File: config.mk
export PLATFORM = sky130hd
export DESIGN_NAME = tagptr_len_unit
export DESIGN_NICKNAME = d
export VERILOG_FILES = /design/src/rtl/tplu_pkg.sv /design/src/rtl/tplu_decode.sv /design/src/rtl/tplu_addr.sv /design/src/rtl/tplu_fsm.sv /design/src/rtl/tagptr_len_unit.sv
export SDC_FILE = /design/constraint.sdc
export NUM_CORES = 1
export LEC_CHECK = 0
export ABC_CLOCK_PERIOD_IN_PS = 4550
export BUFFER_PORTS_ARGS = -buffer_cell sky130_fd_sc_hd__buf_4
export CAP_MARGIN = 20
export CORE_MARGIN = 4
export CORE_UTILIZATION = 52
export DETAILED_ROUTE_END_ITERATION = 7
export PLACE_DENSITY = 0.95
export SLEW_MARGIN = 20
export SYNTH_ARGS = -nofsm -noshare
export SYNTH_HDL_FRONTEND = slang
export SYNTH_SLANG_ARGS = --single-unit
File: constraint.sdc
create_clock -name clk -period 4.55 [get_ports clk]
set_clock_uncertainty 0.2 [all_clocks]
set_input_delay 0.2275 -clock clk [delete_from_list [all_inputs] [get_ports clk]]
set_output_delay 0.2275 -clock clk [all_outputs]
set_load 0.03 [all_outputs]
File: src/rtl/tplu_pkg.sv
package tplu_pkg;
  typedef enum logic [1:0] {
    ST_IDLE = 2'd0,
    ST_RD   = 2'd1,
    ST_WAIT = 2'd2,
    ST_RSP  = 2'd3
  } tplu_state_e;
endpackage

File: src/rtl/tplu_decode.sv
module tplu_decode #(
  parameter int PTR_W = 64,
  parameter int TAG_W = 16,
  parameter int LEN_W = 32,
  parameter logic [TAG_W-1:0] SENTINEL = '1
) (
  input  logic [PTR_W-1:0]       ptr,
  output logic [LEN_W-1:0]       tag_len,
  output logic                   tag_is_marker,
  output logic [PTR_W-TAG_W-1:0] base
);
  localparam int BASE_W = PTR_W - TAG_W;

  function automatic logic [TAG_W-1:0] tag_field(input logic [PTR_W-1:0] p);
    return p[PTR_W-1:BASE_W];
  endfunction

  function automatic logic [LEN_W-1:0] widen(input logic [TAG_W-1:0] t);
    return {{(LEN_W-TAG_W){1'b0}}, t};
  endfunction

  always_comb begin
    tag_len       = widen(tag_field(ptr));
    tag_is_marker = (tag_field(ptr) == SENTINEL);
    base          = ptr[BASE_W-1:0];
  end
endmodule

File: src/rtl/tplu_addr.sv
module tplu_addr #(
  parameter int BASE_W  = 48,
  parameter int HDR_OFS = 16
) (
  input  logic [BASE_W-1:0] base,
  output logic [BASE_W-1:0] hdr_addr
);
  localparam logic [BASE_W-1:0] OFS = BASE_W'(HDR_OFS);

  function automatic logic [BASE_W-1:0] header_of(input logic [BASE_W-1:0] b);
    return b + OFS;
  endfunction

  assign hdr_addr = header_of(base);
endmodule

File: src/rtl/tplu_fsm.sv
module tplu_fsm
  import tplu_pkg::*;
(
  input  logic        clk,
  input  logic        rst_n,
  input  logic        req_valid,
  input  logic        tag_is_marker,
  input  logic        mem_rd_ready,
  input  logic        mem_rd_data_valid,
  input  logic        rsp_ready,
  output tplu_state_e state,
  output logic        acc_fast,
  output logic        acc_slow,
  output logic        addr_take,
  output logic        data_take,
  output logic        rsp_done
);
  tplu_state_e nxt;

  always_comb begin
    acc_fast  = (state == ST_IDLE) && req_valid && !tag_is_marker;
    acc_slow  = (state == ST_IDLE) && req_valid &&  tag_is_marker;
    addr_take = (state == ST_RD)   && mem_rd_ready;
    data_take = (state == ST_WAIT) && mem_rd_data_valid;
    rsp_done  = (state == ST_RSP)  && rsp_ready;
    nxt = state;
    unique case (state)
      ST_IDLE: if (acc_fast) nxt = ST_RSP; else if (acc_slow) nxt = ST_RD;
      ST_RD:   if (addr_take) nxt = ST_WAIT;
      ST_WAIT: if (data_take) nxt = ST_RSP;
      ST_RSP:  if (rsp_done)  nxt = ST_IDLE;
      default: nxt = ST_IDLE;
    endcase
  end

  always_ff @(posedge clk or negedge rst_n) begin
    if (!rst_n) state <= ST_IDLE;
    else        state <= nxt;
  end
endmodule

File: src/rtl/tagptr_len_unit.sv
module tagptr_len_unit #(
  parameter int PTR_W   = 64,
  parameter int TAG_W   = 16,
  parameter int LEN_W   = 32,
  parameter int HDR_OFS = 16
) (
  input  logic                   clk,
  input  logic                   rst_n,
  input  logic                   req_valid,
  output logic                   req_ready,
  input  logic [PTR_W-1:0]       req_ptr,
  output logic                   rsp_valid,
  input  logic                   rsp_ready,
  output logic [LEN_W-1:0]       rsp_len,
  output logic                   rsp_from_mem,
  output logic                   mem_rd_valid,
  input  logic                   mem_rd_ready,
  output logic [PTR_W-TAG_W-1:0] mem_rd_addr,
  input  logic                   mem_rd_data_valid,
  input  logic [LEN_W-1:0]       mem_rd_data
);
  import tplu_pkg::*;
  localparam int BASE_W = PTR_W - TAG_W;

  logic [LEN_W-1:0]  tag_len;
  logic              tag_is_marker;
  logic [BASE_W-1:0] base;
  logic [BASE_W-1:0] hdr_addr;
  tplu_state_e       state;
  logic acc_fast, acc_slow, addr_take, data_take, rsp_done;
  logic [BASE_W-1:0] addr_q;
  logic [LEN_W-1:0]  len_q;
  logic              from_mem_q;

  tplu_decode #(.PTR_W(PTR_W), .TAG_W(TAG_W), .LEN_W(LEN_W)) u_dec (
    .ptr(req_ptr), .tag_len(tag_len), .tag_is_marker(tag_is_marker), .base(base)
  );

  tplu_addr #(.BASE_W(BASE_W), .HDR_OFS(HDR_OFS)) u_addr (
    .base(base), .hdr_addr(hdr_addr)
  );

  tplu_fsm u_fsm (
    .clk(clk), .rst_n(rst_n), .req_valid(req_valid), .tag_is_marker(tag_is_marker),
    .mem_rd_ready(mem_rd_ready), .mem_rd_data_valid(mem_rd_data_valid),
    .rsp_ready(rsp_ready), .state(state), .acc_fast(acc_fast), .acc_slow(acc_slow),
    .addr_take(addr_take), .data_take(data_take), .rsp_done(rsp_done)
  );

  always_ff @(posedge clk or negedge rst_n) begin
    if (!rst_n) begin
      addr_q     <= '0;
      len_q      <= '0;
      from_mem_q <= 1'b0;
    end else begin
      if (acc_slow) addr_q <= hdr_addr;
      if (acc_fast) begin
        len_q      <= tag_len;
        from_mem_q <= 1'b0;
      end else if (data_take) begin
        len_q      <= mem_rd_data;
        from_mem_q <= 1'b1;
      end
    end
  end

  assign req_ready    = (state == ST_IDLE);
  assign mem_rd_valid = (state == ST_RD);
  assign rsp_valid    = (state == ST_RSP);
  assign mem_rd_addr  = addr_q;
  assign rsp_len      = len_q;
  assign rsp_from_mem = from_mem_q;
endmodule

==> results.tsv, run 1 <==
metric	value	unit
syn_area	4317	sq um
dieArea	9823	sq um
numCtsBuffers	9	
clk_latency	0.33	ns
initial_core_util	54.73	%
max-vdd-ir-drop	0.2169	mV
r2r-end	rsp_len[10]	
slew_violations	0	
synth.distinct_cells	35	
grt_start_max_net_pins	84	
vias	4746	
multi_input_area	2061	sq um
dr.first_iter.drc_count	274	
hold_viol_final	0	
final_util	85.17	%
crit_arrival	2.84	ns
slew_headroom	39.12	%
drt-vias-per-instance	5.711	
min_from	req_ptr[39]	
post-dp-hpwl	9045	microns
crit_start	u_fsm.state[0]	
required	4.58	ns
core	7888	sq um
grt_pass1_wl	24830	microns
ys_ff_latch	83	
worstMarginPinSlew	0.9122	ns
nets	832	
period_minus_slack	2.811	ns
row_count	32	
io_buffers	185	
rrSetupSlack	1.74	ns
hold_class	input port to flip-flop	
synth.yosys.seq_area_share	48.12	%
yosysTopAreaCellShare	48.12	%
drcViolationCount	0	
ctsHoldBuffers	81	
layout_common_cells	buf_4 (185), nand2_1 (118), dfrtp_1 (83)	
drt_pass1_iterations	5	
finalSetupViolCount	0	
mostFrequentLayoutCell	buf_4	
power	2.887	mW
timing.rr.start	u_fsm.state[0]	
place_congestion	0.9113	
wl_per_cell	19.28	microns
synth.area.top_cells	dfrtp_1 (48%), nand2_1 (10%), xnor2_1 (6.9%), o21ai_0 (3.8%), nor2_1 (2.4%)	
fill_cells	376	
numClockSinks	83	
drv_cap	0	
cts_buffer_depth	2	
p_per_area	429.8	nW/um^2
synthCells	475	
cts_setup_buffers	0	
leakagePower	3.153	nW
rsz0062_at_grt	no	
ff2ff_path_depth	7	
critical_path_class	flip-flop to flip-flop	
ctsResizeCount	0	
start_kind	flip-flop	
drt-total-wl	16020	microns
synth_nets	583	
htreeDepth	3	
final_area	6718	sq um
critPathCapture	rsp_len[10]	
grt_use_total	31.54	%
fin_tns_setup	0	ns
antenna_found_initial	0	
io_pins	186	
place_area	5699	sq um
tritoncts	yes	
worstPathMaxFanout	32	
ant_nets	0	
yosysTopAreaCell	dfrtp_1	
ys_warn_count	0	
seq_area	2077	sq um
gr-total-overflow	0	
diodes	0	
final_layout_size_suffix_gt1_share	31.28	%
clockRootBuffer	clkbuf_8	
synth.avg_cell_area	9.088	sq um
die_width	99.11	microns
status	finished, final reports clean	
clkSlewWorstSetupHoldPaths	0.09	ns
die-height	99.11	microns
period_share	61.78	%
first_global_vias	4797	
area_growth	55.62	%
max_clock_freq	355.8	MHz
critPathCaptureType	flip-flop	
==> how the worst min path moves through the flow <==
stage                      end  slack [ns]  cells past startpoint
2_1_floorplan   mem_rd_addr[0]       -0.27                      0
3_3_place_gp    mem_rd_addr[4]        0.25                      2
3_5_place_dp   mem_rd_addr[35]        0.26                      1
4_1_cts            rsp_len[15]       0.006                      3
5_1_grt         mem_rd_addr[8]        0.01                      3
6_report       mem_rd_addr[39]        0.02                      3
==> logic make-up after synthesis <==
kind of cell,synth area share [%]
muxes,1.797
adders and majority gates,1.739
and+or+nand+nor,25.65
DFF,48.12
AOI/OAI and AO/OA,9.826
buffers and inverters,4.348
xor gates and xnor gates,8.522
==> cell type report <==
cell class / instances / share of cell area [%]
repair buffers: 268 / 33.13
flip-flops and latches: 83 / 30.92
multi-input cells: 351 / 30.68
clock buffers: 10 / 2.049
well taps: 102 / 1.900
clock inverters: 6 / 0.7078
inverters: 11 / 0.6146
==> routing by layer <==
metal | GRT usage, % | vias up | part of all wire (%)
met5 | 0 | - | 0
met2 | 54.34 | 347 | 49
li1 | - | 2106 | -
met3 | 7.644 | 67 | 11
met1 | 37.64 | 2226 | 36
met4 | 13.45 | 0 | 4.2
==> sequential cells by signal (all words and copies together) (netlist names) <==
name and count:
mem_rd_addr 48, u_fsm.state 2, rsp_len 32, rsp_from_mem 1
==> stage by stage <==
step,hold slack (ns),setup WS [ns],instances
6_report,0.02428,1.739,831
5_1_grt,0.01140,1.597,831
4_1_cts,0.006469,1.692,830
3_5_place_dp,0.2650,1.793,733
3_3_place_gp,0.2536,1.852,733
2_1_floorplan,-0.2681,2.545,475
==> report_power, final <==
group | leakage (nW) | total (mW) | switching, mW | internal [mW]
logic | 1.97 | 1.39 | 0.829 | 0.564
clock network | 0.0815 | 0.490 | 0.273 | 0.217
registers | 1.10 | 1.00 | 0.111 | 0.893
total | 3.15 | 2.89 | 1.21 | 1.67
==> critical path, cell delays in order (launching register included) <==
cell and delay (ns):
dfrtp_1 0.42, inv_1 0.17, ha_1 0.30, nand2_1 0.14
or2_2 0.54, nor2_1 0.25, a31oi_1 0.09, dlygate4sd3_1 0.61
==> cells in the mapped netlist <==
master      n
a31oi_1    16
buf_2       6
and2_1      5
mux2_2      6
clkbuf_1   20
nand3_1    15
and4_4      1
a21oi_1    17
nand2_1   118
nor4_2      4
nand4_1    11
dfrtp_1    83
buf_4       1
and3_1      3
o21ai_2     1
nand2_2     1
xor2_1      8
nor2_1     28
nor4_1      6
o22ai_1     1
mux2i_1     1
xnor2_1    34
nand4_4     3
a221oi_1    1
and4_1      7
nand3_2     1
ha_1        6
buf_6       3
o21ai_1    10
or2_2       1
o21ai_0    33
and4_2      1
nor3_1      9
nor4_4      3
inv_1      11
No activity file was read; power rests on OpenSTA's default activity.
==> run 2, diff against run 1 <==
--- a/config.mk
+++ b/config.mk
@@ -5,13 +5,13 @@
 export SDC_FILE = /design/constraint.sdc
 export NUM_CORES = 1
 export LEC_CHECK = 0
-export ABC_CLOCK_PERIOD_IN_PS = 4550
+export ABC_CLOCK_PERIOD_IN_PS = 2800
 export BUFFER_PORTS_ARGS = -buffer_cell sky130_fd_sc_hd__buf_4
 export CAP_MARGIN = 20
 export CORE_MARGIN = 4
-export CORE_UTILIZATION = 52
+export CORE_UTILIZATION = 48
 export DETAILED_ROUTE_END_ITERATION = 7
-export PLACE_DENSITY = 0.95
+export PLACE_DENSITY = 0.92
 export SLEW_MARGIN = 20
 export SYNTH_ARGS = -nofsm -noshare
 export SYNTH_HDL_FRONTEND = slang
==> constraint.sdc (replaced) <==
create_clock -name clk -period 2.8 [get_ports clk]
set_clock_uncertainty 0.2 [all_clocks]
set_input_delay 0.14 -clock clk [delete_from_list [all_inputs] [get_ports clk]]
set_output_delay 0.14 -clock clk [all_outputs]
set_load 0.03 [all_outputs]
==> run 2 against run 1 <==
Against the previous run: sequential share of layout area shrank 0.97 points; sequential power increased by 63%; die area rose by 7.6%; routed wire length rose by 0.58%; cell area grew 3.2%; largest cell class unchanged; non-clock buffer count increased by 19; first-iteration DRC count up 4.7%; total power grew 66%; critical path depth is the same.
==> results.tsv, run 2 (synthesis gave the netlist of run 1 again) <==
metric	value	unit	change
worstMarginPinSlew	0.7481	ns	-0.1641 ns
dr.first_iter.drc_count	287		+4.7%
worstPathMaxFanout	33		+3.1%
period_share	87.89	%	+26 points
setup_ws	0.3392	ns	-1.400 ns
slew_headroom	50.12	%	+11 points
fin_tns_setup	0	ns	unchanged
layout_common_cells	buf_4 (187), nand2_1 (118), dlygate4sd3_1 (98)		
dieArea	10570	sq um	+7.6%
switching_share	40.75	%	-1.3 points
final_layout_size_suffix_gt1_share	30.48	%	-0.79 points
hold_class	input port to flip-flop		
nets	851		+2.3%
drt-vias-per-instance	5.491		-3.9%
drv_cap	0		unchanged
critical_path_class	flip-flop to flip-flop		
p_per_area	689.9	nW/um^2	+61%
vias	4700		-0.97%
largest_reg_flops	48		unchanged
power	4.784	mW	+66%
ant_nets	0		unchanged
hold_slack	0.03911	ns	+0.01483 ns
clkSlewWorstSetupHoldPaths	0.09	ns	about the same
area_growth	60.64	%	
htreeDepth	3		unchanged
crit_arrival	2.55	ns	-0.29 ns
io_buffers	185		unchanged
tritoncts	yes		
critPathCaptureType	flip-flop		
place_congestion	0.8920		-2.1%
seq_area	2077	sq um	unchanged
status	finished, final reports clean		
numClockSinks	83		unchanged
multi_input_area	2059	sq um	about the same
cts_buffer_depth	2		unchanged
crit_slowest_cell	dlygate4sd3_1		
grt_use_total	30.91	%	-0.63 points
first_global_vias	4898		+2.1%
die_width	102.8	microns	+3.8%
clockRootBuffer	clkbuf_8		
leakagePower	3.259	nW	+3.3%
p_comb_share	47.3	%	-1.0 points
critical_path.cell_chain	inv_1 -> ha_1 -> and2_1 -> buf_4 -> nand2_1 -> a31oi_1 -> dlygate4sd3_1		
hold_viol_final	0		unchanged
mostFrequentLayoutCell	buf_4		
switchingPower	1.950	mW	+61%
rsz0062_at_grt	no		
antenna_found_initial	0		unchanged
row_count	34		+6.3%
rrSetupSlack	0.34	ns	-1.40 ns
post-dp-hpwl	9296	microns	+2.8%
max-vdd-ir-drop	0.3300	mV	+52%
fill_cells	505		+34%
diodes	0		unchanged
initial_core_util	49.50	%	-5.2 points
io_pins	186		unchanged
drt_pass1_iterations	5		unchanged
drt-total-wl	16110	microns	+0.58%
max_clock_freq	406.4	MHz	+14%
final_util	79.51	%	-5.7 points
clk_latency	0.34	ns	about the same
grt_start_max_net_pins	91		+8.3%
slew_violations	0		unchanged
start_kind	flip-flop		
period_minus_slack	2.461	ns	-0.3501 ns
slowest_delay	0.59	ns	-0.02 ns
core	8721	sq um	+11%
dp_slack	0.6912	ns	-1.102 ns
numCtsBuffers	9		unchanged
internal_power	2.835	mW	+69%
finalSetupViolCount	0		unchanged
drcViolationCount	0		unchanged
die-height	102.8	microns	+3.8%
clkPwrFrac	18.7	%	+1.7 points
seq_power_share	34.0	%	-0.8 points
grt_pass1_wl	25350	microns	+2.1%
wl_per_cell	18.82	microns	-2.4%
required	2.89	ns	-1.69 ns
gr-total-overflow	0		unchanged
[run 2: timing repair]
item | CTS | global route
resized for setup | 0 | 1
setup buffers | 0 | 0
endpoints found under the hold margin | 163 | 0
endpoints found under the setup margin | 0 | 1
hold buffers | 98 | 0
[run 2: worst max-delay path: cells and delay by family, from the launching register on]
kind | cells | cell delay [ns]
buffers and inverters | 3 | 1.05
AND/OR/NAND/NOR | 2 | 0.26
AO/OA/AOI/OAI | 1 | 0.26
adder cells (fa/ha/maj) | 1 | 0.23
flip-flops | 1 | 0.41
[run 2: path summary, 6_finish.rpt]
path	from	endpoint	depth (start not counted)
hold reg to reg	mem_rd_addr[19]	mem_rd_addr[19]	2
setup reg to reg	u_fsm.state[0]	rsp_len[0]	7
setup / recovery	u_fsm.state[0]	rsp_len[0]	7
min in group asynchronous	rst_n	mem_rd_addr[35]	2
hold / removal	rsp_ready	u_fsm.state[1]	5
max in group asynchronous	rst_n	mem_rd_addr[18]	2
[run 2: metrics by stage]
step / cells / instance area [sq um]
final: 856 / 6934
after global routing: 856 / 6934
after CTS: 856 / 6928
after detailed placement: 742 / 5742
after global placement: 742 / 5742
after floorplan: 475 / 4317
[run 2: layout make-up]
type / count / share of cell area [%]
timing repair buffer: 287 / 34.84
sequential: 83 / 29.95
multi-input combinational: 351 / 29.70
tap: 108 / 1.949
clock buffer: 9 / 1.786
clock inverter: 7 / 1.173
inverter: 11 / 0.5955
[run 2: metal layers]
metal | up-vias | track usage (%) | part of all wire (%)
met2 | 287 | 53.48 | 50
li1 | 2148 | - | -
met1 | 2211 | 35.55 | 37
met5 | - | 0 | 0
met4 | 0 | 13.15 | 3.5
met3 | 54 | 9.405 | 9.3
[run 2: power groups by stage]
stage               clock [mW]  sequential, mW  combinational, mW
detailed placement           0            1.62               1.82
floorplan                    0            2.06              0.624
CTS                      0.911            1.60               2.15
global route             0.972            1.65               2.40
finish                   0.894            1.63               2.26
global placement             0            1.61               1.76
